### src/rtl/canirq_pkg.sv
package canirq_pkg;

    typedef enum logic {
        FLAG_IDLE = 1'b0,
        FLAG_PEND = 1'b1
    } flag_state_e;

    localparam int unsigned MAIN_COUNT  = 8;
    localparam int unsigned ERR_COUNT   = 6;
    localparam int unsigned CODE_BITS   = 3;

    localparam logic [ERR_COUNT-1:0] THRESH_EXEMPT = 6'b111110;

endpackage

### src/rtl/canirq_flag_cell.sv
module canirq_flag_cell
    import canirq_pkg::*;
#(
    parameter bit EXEMPT = 1'b0
) (
    input  logic clk,
    input  logic rst_n,
    input  logic set_i,
    input  logic hold_i,
    input  logic clr_i,
    output logic flag_o
);

    flag_state_e state_q;
    flag_state_e state_d;
    logic        clr_ok;

    // a clear is accepted when the flag is exempt or the cause is gone
    always_comb begin
        clr_ok = clr_i && (EXEMPT || !hold_i);
    end

    always_comb begin
        state_d = state_q;
        unique case (state_q)
            FLAG_IDLE: begin
                if (set_i) begin
                    state_d = FLAG_PEND;
                end
            end
            FLAG_PEND: begin
                if (set_i) begin
                    state_d = FLAG_PEND;
                end else if (clr_ok) begin
                    state_d = FLAG_IDLE;
                end
            end
            default: state_d = FLAG_IDLE;
        endcase
    end

    always_ff @(posedge clk) begin
        if (!rst_n) begin
            state_q <= FLAG_IDLE;
        end else begin
            state_q <= state_d;
        end
    end

    always_comb begin
        flag_o = (state_q == FLAG_PEND);
    end

endmodule

### src/rtl/canirq_prio.sv
module canirq_prio #(
    parameter int unsigned N  = 8,
    parameter int unsigned CW = 3
) (
    input  logic [N-1:0]  pend_i,
    output logic [CW-1:0] code_o,
    output logic          any_o
);

    localparam int unsigned MAXC = (1 << CW) - 1;

    always_comb begin
        code_o = '0;
        any_o  = 1'b0;
        for (int i = N - 1; i >= 0; i--) begin
            if (pend_i[i]) begin
                any_o = 1'b1;
                if (i + 1 >= MAXC) begin
                    code_o = CW'(MAXC);
                end else begin
                    code_o = CW'(i + 1);
                end
            end
        end
    end

endmodule

### src/rtl/canirq_enable_reg.sv
module canirq_enable_reg #(
    parameter int unsigned N = 8
) (
    input  logic         clk,
    input  logic         rst_n,
    input  logic         we_i,
    input  logic [N-1:0] wdata_i,
    output logic [N-1:0] en_o
);

    logic [N-1:0] en_q;

    always_ff @(posedge clk) begin
        if (!rst_n) begin
            en_q <= '0;
        end else if (we_i) begin
            en_q <= wdata_i;
        end
    end

    always_comb begin
        en_o = en_q;
    end

endmodule

### src/rtl/canirq_unit.sv
module canirq_unit
    import canirq_pkg::*;
#(
    parameter int unsigned           NMAIN  = MAIN_COUNT,
    parameter int unsigned           NERR   = ERR_COUNT,
    parameter int unsigned           CW     = CODE_BITS,
    parameter logic [ERR_COUNT-1:0]  EXEMPT = THRESH_EXEMPT
) (
    input  logic             clk,
    input  logic             rst_n,
    input  logic [NMAIN-2:0] main_ev_i,
    input  logic [NMAIN-2:0] main_hold_i,
    input  logic [NERR-1:0]  err_ev_i,
    input  logic [NERR-1:0]  err_hold_i,
    input  logic [NMAIN-2:0] clr_main_i,
    input  logic [NERR-1:0]  clr_err_i,
    input  logic             en_we_i,
    input  logic [NMAIN-1:0] en_wdata_i,
    output logic [NMAIN-1:0] flags_o,
    output logic [NERR-1:0]  err_flags_o,
    output logic [NMAIN-1:0] en_o,
    output logic             irq_o,
    output logic [CW-1:0]    code_o
);

    localparam int unsigned NSTORED = NMAIN - 1;

    logic [NSTORED-1:0] main_flags;
    logic [NERR-1:0]    err_flags;
    logic [NMAIN-1:0]   en_q;
    logic [NMAIN-1:0]   pend;
    logic               any_pend;

    for (genvar k = 0; k < NSTORED; k++) begin : g_main
        canirq_flag_cell #(.EXEMPT(1'b0)) cell_i (
            .clk    (clk),
            .rst_n  (rst_n),
            .set_i  (main_ev_i[k]),
            .hold_i (main_hold_i[k]),
            .clr_i  (clr_main_i[k]),
            .flag_o (main_flags[k])
        );
    end

    for (genvar j = 0; j < NERR; j++) begin : g_err
        canirq_flag_cell #(.EXEMPT(EXEMPT[j])) cell_i (
            .clk    (clk),
            .rst_n  (rst_n),
            .set_i  (err_ev_i[j]),
            .hold_i (err_hold_i[j]),
            .clr_i  (clr_err_i[j]),
            .flag_o (err_flags[j])
        );
    end

    canirq_enable_reg #(.N(NMAIN)) en_i (
        .clk     (clk),
        .rst_n   (rst_n),
        .we_i    (en_we_i),
        .wdata_i (en_wdata_i),
        .en_o    (en_q)
    );

    always_comb begin
        pend = {main_flags, |err_flags} & en_q;
    end

    canirq_prio #(.N(NMAIN), .CW(CW)) prio_i (
        .pend_i (pend),
        .code_o (code_o),
        .any_o  (any_pend)
    );

    always_comb begin
        flags_o     = {main_flags, |err_flags};
        err_flags_o = err_flags;
        en_o        = en_q;
        irq_o       = |pend;
    end

endmodule

### config.mk
export PLATFORM = sky130hd
export DESIGN_NAME = canirq_unit
export DESIGN_NICKNAME = d
export VERILOG_FILES = /design/src/rtl/canirq_pkg.sv /design/src/rtl/canirq_flag_cell.sv /design/src/rtl/canirq_prio.sv /design/src/rtl/canirq_enable_reg.sv /design/src/rtl/canirq_unit.sv
export SDC_FILE = /design/constraint.sdc
export NUM_CORES = 1
export LEC_CHECK = 0
export BUFFER_PORTS_ARGS = -buffer_cell sky130_fd_sc_hd__buf_4
export CORE_MARGIN = 4
export CORE_UTILIZATION = 39
export CTS_CLUSTER_DIAMETER = 50
export DETAILED_ROUTE_END_ITERATION = 6
export GPL_TIMING_DRIVEN = 0
export HOLD_SLACK_MARGIN = 0.1
export PLACE_DENSITY = 0.81
export SETUP_SLACK_MARGIN = 0.1
export SKIP_CTS_REPAIR_TIMING = 1
export SYNTH_ARGS = -nofsm -noshare
export SYNTH_HDL_FRONTEND = slang
export SYNTH_SLANG_ARGS = --single-unit
export TNS_END_PERCENT = 50
### constraint.sdc
create_clock -name clk -period 1.3 [get_ports clk]
set_input_delay 0.13 -clock clk [delete_from_list [all_inputs] [get_ports clk]]
set_output_delay 0.13 -clock clk [all_outputs]
set_load 0.01 [all_outputs]
### Yosys cells after proc, flatten, opt, wreduce, memory -nomap -nowiden

Cells that the tools add are included.

* bits in registers: 21
* bits of input ports: 50
* output and inout bits: 26
* logic and storage cells: 106

* muxes and demuxes: 60
* bitwise gates (word level): 14
* reductions and logical operators: 18

Operator list (number)
* $mux 1: 39
* $pmux 1 s2: 13
* $mux 3: 8
* $not 1->1: 13
* $and 8x8->8: 1
* $logic_and 1x1->1: 8
* $logic_not 1->1: 8
* $reduce_or 8->1: 1
* $reduce_or 6->1: 1

### Logic depth before layout (Yosys ltp)

Gate-level depths: netlist of run 1.

* word-level depth: 10
* depth in mapped cells: 3
* gate-level depth less buffers: 3

### Hierarchy

From an unflattened synthesis of run 1, not the netlist that was laid out.

* cell total of the unflattened synthesis: 100
* area total of the unflattened synthesis: 1014.7 um^2

Modules (own cells, without submodules)
* canirq_flag_cell (g_err[0].cell_i ...): times used 8, cells an instance 4, area an instance 41.3 um^2, seq. area each 20.0 um^2
* canirq_enable_reg: times used 1, cells an instance 25, area an instance 301.5 um^2, seq. area each 160.2 um^2
* canirq_flag_cell (g_err[1].cell_i ...): times used 5, cells an instance 3, area an instance 41.3 um^2, seq. area each 20.0 um^2
* canirq_unit: times used 1, cells an instance 15, area an instance 101.3 um^2, seq. area each 0.0 um^2
* canirq_prio: times used 1, cells an instance 13, area an instance 75.1 um^2, seq. area each 0.0 um^2

### Least setup slack after synthesis of run 1

Ideal clock, no wire load.

* kind: flip-flop to output port
* start point: register g_err[0].cell_i.state_q
* end point: output port code_o[2]
* arrival time: 0.986 ns
* data required time: 1.170 ns
* slack: 0.184 ns
* cell stages (with the launch flop): 4
* buffers on the path: 0
* path through: dfxtp_1 nor4_4 a21boi_2 nor3b_2

* word-level cells in the longest chain between the ends: 3

RTL lines
* start, declared: line canirq_flag_cell.sv:14 `flag_state_e state_q;`
* start signal, assigned: line canirq_flag_cell.sv:46 `state_q <= state_d;`
* $reduce_or 6->1: line canirq_unit.sv:65 `pend = {main_flags, |err_flags} & en_q;`
* $and 8x8->8: line canirq_unit.sv:65
* $mux 3: line canirq_prio.sv:16 `if (pend_i[i]) begin`
* end, declared: line canirq_unit.sv:23 `output logic [CW-1:0] code_o`

No other way between the ends.

### Final worst setup path of run 1

* start point: register en_i.en_q[5] (netlist: en_i.en_o[5])
* end point: output port irq_o

* word-level cells in the longest chain between the ends: 2

RTL lines
* start, declared: line canirq_enable_reg.sv:11 `logic [N-1:0] en_q;`
* start signal, assigned: line canirq_enable_reg.sv:17 `en_q <= wdata_i;`
* $and 8x8->8: line canirq_unit.sv:65
* $reduce_or 8->1: line canirq_unit.sv:78 `irq_o = |pend;`
* end, declared: line canirq_unit.sv:22 `output logic irq_o,`

No other way between the ends.

==> metrics.md, run 1 <==
| Metric | Value |
|---|---|
| Synth Register Bits | `21` |
| Worst-path maximum fanout | `4` |
| Total Routed Length | `3080 um` |
| Setup ws final | `-345 ps` |
| Mapped Area | `0.00102 mm2` |
| Arrival time at the worst endpoint | `1510 ps` |
| Pre-antenna DRT Iters | `4` |
| Initial Util | `0.410` |
| Crit start category | `flip-flop` |
| Syn_nets | `157` |
| Worst-skew pair later-pin latency | `300 ps` |
| Setup TNS | `-1180 ps` |
| Max clock buf depth | `2` |
| Pins Over Slew Limit | `0` |
| Cell count after synthesis | `107` |
| Status | `finished with violations` |
| Commonest non-fill, non-tap cell in the layout | `buf_4` |
| Fin cells | `227` |
| H-tree levels | `1` |
| Number of routed nets with antenna violations | `0` |
| Chip Height | `59.3 um` |
| Pleak | `0.000858 uW` |
| Final Skew | `0 ps` |
| Hold Path Depth | `3` |
| Sequential share of power | `0.494` |
| Hold Crit Class | `primary input to flip-flop` |
| Number of global-route vias before repair | `1038` |
| Ys Warns | `0` |
| Vias | `1050` |
| Unrepaired setup endpoints after global routing | `true` |
| Endpoints failing setup | `5` |
| Number of synthesized flops with an enable pin | `0` |
| First-pass GRT wire length | `4150 um` |
| Iteration-0 DRC Markers | `18` |
| Int Pwr | `1090 uW` |
| Clock share of power | `0.210` |
| Routability cong. | `0.774` |
| Crit. End Element | `primary output` |
| Horiz. Die Dim | `59.3 um` |
| CORE AREA | `0.00250 mm2` |
| IR drop worst, VDD | `0.689 mV` |
| I/O Buffers | `69` |
| Reg2reg path depth | `2` |
| Fin nets | `248` |
| # DRC | `0` |
| # IOs | `76` |
| DR vias/cell | `4.63` |
| GRT Total Usage | `0.155` |
| Post-layout minimum cycle time | `1640 ps` |
| Grt ovf | `0` |
| Sw Pwr | `393 uW` |
| Most frequent cells in the layout | `buf_4, nor2b_1, dlygate4sd3_1, dfxtp_1, a21oi_1` |
| Max_cap viols | `0` |
| Clk slew on worst S/H paths | `120 ps` |
| Fmax | `608 MHz` |
| Largest net degree at the start of global routing | `13` |
| Hpwl dp | `2260 um` |
| Initial antenna violation count | `0` |
| Final Hold Viols | `0` |
| TritonCTS Buffers | `3` |
| Die ar. | `0.00351 mm2` |
| Slew HR | `0.738` |
| CTS Root Cell | `clkbuf_4` |
| Sw Share | `0.265` |
| Synth Area per Inst | `9.58 um2` |
| Placed cell count | `206` |
| Layout cell share with drive strength beyond 1 | `0.497` |
| Area Growth Syn to Fin | `74.0%` |
| Combinational Power Share | `0.296` |
| Worst Tran Pin Value | `393 ps` |
| Fraction of registers with async set/reset | `0` |
| Clk sink count | `21` |
| Violated checks | `setup timing` |
| Rows | `18` |
| Main synth FF type | `dfxtp_1` |
| WL/cell | `13.6 um` |
| N_diodes | `0` |
| CTS tree | `done` |
| Seq/Total Area, Yosys | `0.410` |
| Synth cell types | `21` |
| Fin crit share | `1.27` |
| Pwr Density | `833 mW/mm2` |
| Critical path class | `flip-flop to primary output` |
| Fin Hold WS | `78.1 ps` |
| CP required | `1170 ps` |
| Place WS | `-29.2 ps` |
==> cell families after synthesis <==
| logic type | share of synthesized area |
|---|---|
| simple gates | 0.250 |
| compound gates | 0.154 |
| flops | 0.410 |
| mux | 0.0781 |
| buf+inv | 0.107 |
==> cells in the mapped netlist (2+ instances only) <==
library cell,count,share of area
a21oi_1,10,0.049
a222oi_1,2,0.020
a22oi_1,2,0.015
and2_1,3,0.018
buf_4,13,0.095
clkbuf_1,2,0.0073
dfxtp_1,21,0.41
mux2i_1,8,0.078
nand2_1,2,0.0073
nand2b_1,9,0.055
nor2b_1,21,0.13
o21a_1,5,0.037
==> sequential cells by signal, indices dropped and copies added (netlist names) <==
| register | cells |
|---|---|
| g_err.cell_i.flag_o | 6 |
| en_i.en_o | 8 |
| g_main.cell_i.flag_o | 7 |
==> layer usage <==
| metal | vias to the layer above | GRT usage | share of wire |
|---|---|---|---|
| li1 | 531 | - | - |
| met1 | 479 | 0.166 | 0.35 |
| met2 | 36 | 0.290 | 0.58 |
| met3 | 4 | 0.0218 | 0.051 |
| met4 | 0 | 0.0777 | 0.014 |
| met5 | - | 0 | 0 |
==> worst max-delay path, cell delays in order, from the launching register on <==
cell      delay (ps)
dfxtp_2          360
a222oi_1         400
and2_1           220
nand3_1           80
buf_4            150
==> power groups by stage <==
stage | registers, uW | clock network (uW) | logic, uW
floorplan | 741 | 0 | 179
global placement | 743 | 0 | 387
detailed placement | 746 | 0 | 397
CTS | 731 | 314 | 399
global route | 740 | 336 | 477
finish | 734 | 312 | 439
==> per-stage QoR <==
stage	power (uW)	util	instance area [um2]
floorplan	920	-	1020
global placement	1130	0.632	1580
detailed placement	1140	0.632	1580
CTS	1440	0.643	1610
global route	1550	0.713	1780
finish	1490	0.713	1780
==> area by class of cell <==
cell class / count / area [um2]
clock buffer: 3 / 22.5
sequential: 21 / 428
multi-input combinational: 70 / 494
fill: 190 / 717
tap: 30 / 37.5
clock inverter: 1 / 5.00
buffer: 16 / 110
timing repair buffer: 86 / 686
==> path summary, 6_finish.rpt <==
path | from | to | slack (ps)
worst max-delay path | en_i.en_o[5]$_SDFFE_PN0P_ | irq_o | -340
worst min-delay path | main_ev_i[6] | g_main[6].cell_i.flag_o$_SDFF_PN0_ | 80
worst max register to register | g_err[3].cell_i.flag_o$_SDFF_PN0_ | g_err[3].cell_i.flag_o$_SDFF_PN0_ | 530
worst min register to register | en_i.en_o[1]$_SDFFE_PN0P_ | en_i.en_o[1]$_SDFFE_PN0P_ | 540
(Power assumes the default switching activity.)
==> inputs of run 2 (changes only) <==
--- a/config.mk
+++ b/config.mk
@@ -17,5 +17,6 @@
 export SKIP_CTS_REPAIR_TIMING = 1
 export SYNTH_ARGS = -nofsm -noshare
 export SYNTH_HDL_FRONTEND = slang
+export SYNTH_HIERARCHICAL = 1
 export SYNTH_SLANG_ARGS = --single-unit
 export TNS_END_PERCENT = 50
==> run 2 against run 1 <==
  * The run still ends with setup timing left
  * Fmax fell by 14%
  * Clock power fell by 2%
  * Area after synthesis fell by 1.5%
  * Cell count fell by 1.3%
  * Die area fell by 1.3%
  * Sequential share of layout area fell by 0.84 points
  * Register-to-register slack barely moved
  * Flip-flop and latch count did not move
==> metrics.md, run 2 <==
| Metric | Value |
|---|---|
| Status | `finished with violations` |
| Violated checks | `setup timing` |
| Crit. End Element | `primary output` |
| Vias | `1095 (+4.3%)` |
| GR Util met1 | `0.189 (+0.0222)` |
| Power, Total | `1490 uW (+0.36%)` |
| Initial Util | `0.408 (-0.00233)` |
| DR vias/cell | `4.89 (+5.7%)` |
| # DRC | `0 (unchanged)` |
| IR drop worst, VDD | `0.824 mV (+20%)` |
| Layout cell share with drive strength beyond 1 | `0.515 (+0.0180)` |
| TritonCTS Buffers | `3 (unchanged)` |
| First-pass GRT wire length | `4570 um (+10%)` |
| Final Hold Viols | `0 (unchanged)` |
| Unrepaired setup endpoints after global routing | `true` |
| Fin crit share | `1.47 (+0.208)` |
| Iteration-0 DRC Markers | `21 (+3)` |
| Initial antenna violation count | `0 (unchanged)` |
| CORE AREA | `0.00248 mm2 (-0.90%)` |
| Ys Warns | `6 (+6)` |
| Endpoints failing setup | `5 (unchanged)` |
| Worst hold start | `main_hold_i[5]` |
| Commonest non-fill, non-tap cell in the layout | `buf_4` |
| Pre-antenna DRT Iters | `4 (unchanged)` |
| Cell count after synthesis | `99 (-7.5%)` |
| CTS Root Cell | `clkbuf_4` |
| # IOs | `76 (unchanged)` |
| Setup ws final | `-614 ps (-270 ps)` |
| Post-layout minimum cycle time | `1910 ps (+270 ps)` |
| Grt ovf | `0 (unchanged)` |
| Gr busiest metal | `met2` |
| Clk slew on worst S/H paths | `110 ps (about the same)` |
| Met2 Resource Use GR | `0.320 (+0.0300)` |
| Clk sink count | `21 (unchanged)` |
| Fmax | `522 MHz (-14%)` |
| Pleak | `0.000866 uW (+0.94%)` |
| N_diodes | `0 (unchanged)` |
| Rows | `18 (unchanged)` |
| H-tree levels | `1 (unchanged)` |
| Max clock buf depth | `2 (unchanged)` |
| Arrival time at the worst endpoint | `1780 ps (+270 ps)` |
| Setup TNS | `-2160 ps (-980 ps)` |
| Routability cong. | `0.710 (-8.3%)` |
| Reg2reg setup slack | `520 ps (about the same)` |
| Crit start category | `flip-flop` |
| Pins Over Slew Limit | `0 (unchanged)` |
| Worst-path maximum fanout | `6 (+2)` |
| Die ar. | `0.00347 mm2 (-1.3%)` |
| WL/cell | `14.1 um (+4.2%)` |
| Syn_nets | `149 (-5.1%)` |
| Pwr Density | `812 mW/mm2 (-2.6%)` |
| I/O Buffers | `69 (unchanged)` |
| Total Routed Length | `3170 um (+2.8%)` |
| Worst r2r src | `g_main[1].cell_i/flag_o$_SDFF_PN0_` |
| Number of global-route vias before repair | `1049 (+1.1%)` |
| Most frequent cells in the layout | `buf_4, dlygate4sd3_1, dfxtp_1, nor2_1` |
| Critical path class | `flip-flop to primary output` |
| Hold Crit Class | `primary input to flip-flop` |
| Max_cap viols | `0 (unchanged)` |
| Worst Tran Pin Value | `396 ps (+2.63 ps)` |
| CP required | `1170 ps (about the same)` |
| Area Growth Syn to Fin | `81.9%` |
| Horiz. Die Dim | `58.9 um (-0.64%)` |
| Worst-skew pair later-pin latency | `300 ps (about the same)` |
| Hold Path Depth | `3 (unchanged)` |
| Fin nets | `245 (-1.2%)` |
| Reg2reg path depth | `2 (unchanged)` |
| GRT Total Usage | `0.173 (+0.0177)` |
| Hold endpoint | `g_main[5].cell_i/flag_o$_SDFF_PN0_` |
| Largest net degree at the start of global routing | `22 (+9)` |
| Number of routed nets with antenna violations | `0 (unchanged)` |
| Chip Height | `58.9 um (-0.64%)` |
| Final Skew | `0 ps (unchanged)` |
| Max reg flops | `8 (unchanged)` |
| Slew HR | `0.734 (-0.00378)` |
| Mapped Area | `0.00101 mm2 (-1.5%)` |
| RR Endpoint | `g_main[1].cell_i/flag_o$_SDFF_PN0_` |
| Met3 usage | `0.0439 (+0.0221)` |
| CTS tree | `done` |
| Filler cells | `175 (-7.9%)` |
| Synth Area per Inst | `10.2 um2 (+6.5%)` |
==> run 2: critical path, stage by stage (launching register included) <==
cell,delay [ps]
dfxtp_2,350
nor4_2,270
nand2_1,130
and2_4,180
or3_1,320
o22ai_2,100
buf_4,140
==> run 2: cell type report <==
cell class / instances / area [um2] / share of cell area
clock buffers: 3 / 22.5 / 0.0123
plain buffers: 1 / 11.3 / 0.00613
multi-input cells: 76 / 597 / 0.325
repair buffers: 91 / 734 / 0.400
clock inverters: 1 / 5.00 / 0.00272
inverters: 1 / 3.75 / 0.00204
well taps: 30 / 37.5 / 0.0204
flip-flops and latches: 21 / 425 / 0.232
==> run 2: power breakdown <==
part,switching (uW),internal (uW)
Sequential,39.7,689
Combinational,164,292
Clock,191,114
==> run 2: worst max path at each step <==
stage                                            startpoint         to  slack [ps]  depth (start not counted)
final                     g_err[2].cell_i/flag_o$_SDFF_PN0_  code_o[1]        -610                          6
after CTS                 g_err[4].cell_i/flag_o$_SDFF_PN0_  code_o[1]        -690                          6
after global placement    g_err[4].cell_i/flag_o$_SDFF_PN0_  code_o[1]        -290                          6
after detailed placement  g_err[4].cell_i/flag_o$_SDFF_PN0_  code_o[1]        -340                          6
after global routing      g_err[2].cell_i/flag_o$_SDFF_PN0_  code_o[1]        -730                          6
after floorplan           g_err[4].cell_i/flag_o$_SDFF_PN0_  code_o[1]        -190                          5
==> run 2: per-layer routing <==
| metal | routed length [um] | share of wire |
|---|---|---|
| met1 | 1180 | 0.37 |
| met2 | 1630 | 0.52 |
| met3 | 256 | 0.081 |
| met4 | 97 | 0.031 |
| met5 | 0 | 0 |
==> run 2: per-stage QoR <==
step,area [um2],utilization,hold slack (ps),instances,worst slack [ps]
floorplan,1020,-,247,99,-194
global placement,1580,0.638,339,198,-292
detailed placement,1580,0.638,339,198,-339
CTS,1610,0.649,25.3,202,-688
global route,1840,0.741,103,224,-731
finish,1840,0.741,67.1,224,-614
==> inputs of run 3 (changes only) <==
--- a/config.mk
+++ b/config.mk
@@ -19,4 +19,3 @@
 export SYNTH_HDL_FRONTEND = slang
 export SYNTH_HIERARCHICAL = 1
 export SYNTH_SLANG_ARGS = --single-unit
-export TNS_END_PERCENT = 50
==> run 3 against run 2 <==
  * The run still ends with setup timing left
  * Cell area grew 2.9%
  * Power grew 1.5%
  * Wire length grew 8.4%
  * Fmax shrank 1.2%
  * Core utilization grew 2.1 points
  * Largest cell class unchanged
  * Highest routed layer unchanged
==> metrics.md, run 3 (same netlist as run 2, synthesis figures left out) <==
| Metric | Value |
|---|---|
| Status | `finished with violations` |
| Violated checks | `setup timing` |
| Hold Path Depth | `3 (unchanged)` |
| Slew HR | `0.741 (+0.00696)` |
| Most frequent cells in the layout | `buf_4, dlygate4sd3_1, dfxtp_1, nor2_1, nor3b_2` |
| Pleak | `0.000882 uW (+1.9%)` |
| Initial antenna violation count | `0 (unchanged)` |
| Reg2reg path depth | `3 (+1)` |
| Area Growth Syn to Fin | `87.1%` |
| Unrepaired setup endpoints after global routing | `true` |
| Horiz. Die Dim | `58.9 um (unchanged)` |
| CTS tree | `done` |
| CTS Root Cell | `clkbuf_4` |
| Power, Total | `1510 uW (+1.5%)` |
| CP top delay family | `compound AO/OA/AOI/OAI gates` |
| Grt ovf | `0 (unchanged)` |
| Critical path buffers and inverters | `1 (unchanged)` |
| CP required | `1170 ps (about the same)` |
| IR drop worst, VDD | `0.680 mV (-18%)` |
| Crit start category | `flip-flop` |
| Placed cell count | `198 (unchanged)` |
| Chip Height | `58.9 um (unchanged)` |
| Slowest stage cell, crit path | `or4b_4` |
| Largest net degree at the start of global routing | `22 (unchanged)` |
| Pre-antenna DRT Iters | `4 (unchanged)` |
| Hpwl dp | `2360 um` |
| Crit. End Element | `primary output` |
| Commonest non-fill, non-tap cell in the layout | `buf_4` |
| Worst-skew pair later-pin latency | `290 ps (about the same)` |
| Post-route cell area | `0.00189 mm2 (+2.9%)` |
| Worst hold start | `en_wdata_i[6]` |
| Vias | `1112 (+1.6%)` |
| Final Hold Viols | `0 (unchanged)` |
| # DRC | `0 (unchanged)` |
| Hold Crit Class | `primary input to flip-flop` |
| Worst Tran Pin Value | `385 ps (-10.4 ps)` |
| Setup TNS | `-2200 ps (-31.4 ps)` |
| Crit-path max cell delay | `500 ps (+150 ps)` |
| Number of routed nets with antenna violations | `0 (unchanged)` |
| Iteration-0 DRC Markers | `15 (-29%)` |
| DR vias/cell | `4.92 (+0.65%)` |
| Fin cells | `226 (+0.89%)` |
| Worst-path maximum fanout | `3 (-3)` |
| # IOs | `76 (unchanged)` |
| Fmax | `516 MHz (-1.2%)` |
| Critical path class | `flip-flop to primary output` |
| Clk slew on worst S/H paths | `110 ps (about the same)` |
| WL/cell | `15.2 um (+7.4%)` |
| Layout cell share with drive strength beyond 1 | `0.520 (+0.00494)` |
| Worst path cell trace | `a222oi_1, or4b_4, a21o_1, buf_6` |
| First-pass GRT wire length | `4460 um (-2.3%)` |
| Post-layout minimum cycle time | `1940 ps (+22.5 ps)` |
| I/O Buffers | `69 (unchanged)` |
| TritonCTS Buffers | `3 (unchanged)` |
| H-tree levels | `1 (unchanged)` |
| Fin nets | `247 (+0.82%)` |
| Max reg flops | `8 (unchanged)` |
| Reg2reg setup slack | `460 ps (-60 ps)` |
| Clk sink count | `21 (unchanged)` |
| GRT Total Usage | `0.173 (+0.000454)` |
| Max clock buf depth | `2 (unchanged)` |
| Max_cap viols | `0 (unchanged)` |
| Endpoints failing setup | `5 (unchanged)` |
| Rows | `18 (unchanged)` |
| Die ar. | `0.00347 mm2 (unchanged)` |
| Initial Util | `0.408 (unchanged)` |
| Placed Instance Area | `0.00158 mm2 (about the same)` |
| Arrival time at the worst endpoint | `1810 ps (+30 ps)` |
| Setup ws final | `-637 ps (-22.5 ps)` |
| Crit. path cell count | `4 (-2)` |
| Final Skew | `0 ps (unchanged)` |
| N_diodes | `0 (unchanged)` |
| Pwr Density | `801 mW/mm2 (-1.4%)` |
| CP startpoint | `en_i/en_o[4]$_SDFFE_PN0P_` |
| Worst r2r src | `g_err[4].cell_i/flag_o$_SDFF_PN0_` |
| Routability cong. | `0.726 (+2.3%)` |
| Total Routed Length | `3430 um (+8.4%)` |
| Fin crit share | `1.49 (+0.0173)` |
| Number of global-route vias before repair | `1051 (+0.19%)` |
| Pins Over Slew Limit | `0 (unchanged)` |
| CORE AREA | `0.00248 mm2 (unchanged)` |
## run 3: path summary, 6_finish.rpt
| check | to |
|---|---|
| worst max-delay path | irq_o |
| worst min-delay path | en_i/en_o[6]$_SDFFE_PN0P_ |
| worst max register to register | g_err[4].cell_i/flag_o$_SDFF_PN0_ |
| worst min register to register | en_i/en_o[7]$_SDFFE_PN0P_ |
## run 3: worst reg2reg max path, cell delays in order (launching register included)
cell     delay, ps
dfxtp_2        350
buf_4          130
nor2b_4        120
o21a_1         160
## run 3: layout make-up
cell class / instances / area (um2)
timing repair buffer: 93 / 761
multi-input combinational: 76 / 624
fill: 166 / 588
sequential: 21 / 425
tap: 30 / 37.5
clock buffer: 4 / 26.3
buffer: 1 / 11.3
inverter: 1 / 3.75
## run 3: power breakdown
group | internal, uW | switching, uW | total [uW]
Sequential | 689 | 41.0 | 730
Clock | 119 | 186 | 306
Combinational | 302 | 174 | 477
Total | 1110 | 402 | 1510
## run 3: routing by layer
metal / part of all wire / vias up / track usage
met3: 0.098 / 10 / 0.0570
li1: - / 545 / -
met2: 0.52 / 49 / 0.311
met1: 0.35 / 508 / 0.173
met5: 0 / - / 0
met4: 0.034 / 0 / 0.100
## run 3: through the flow
| step | utilization | hold slack, ps | setup slack (ps) |
|---|---|---|---|
| detailed placement | 0.638 | 343 | -299 |
| floorplan | - | 247 | -194 |
| global route | 0.763 | 107 | -734 |
| global placement | 0.638 | 338 | -299 |
| CTS | 0.649 | 24.7 | -650 |
| finish | 0.763 | 91.7 | -637 |
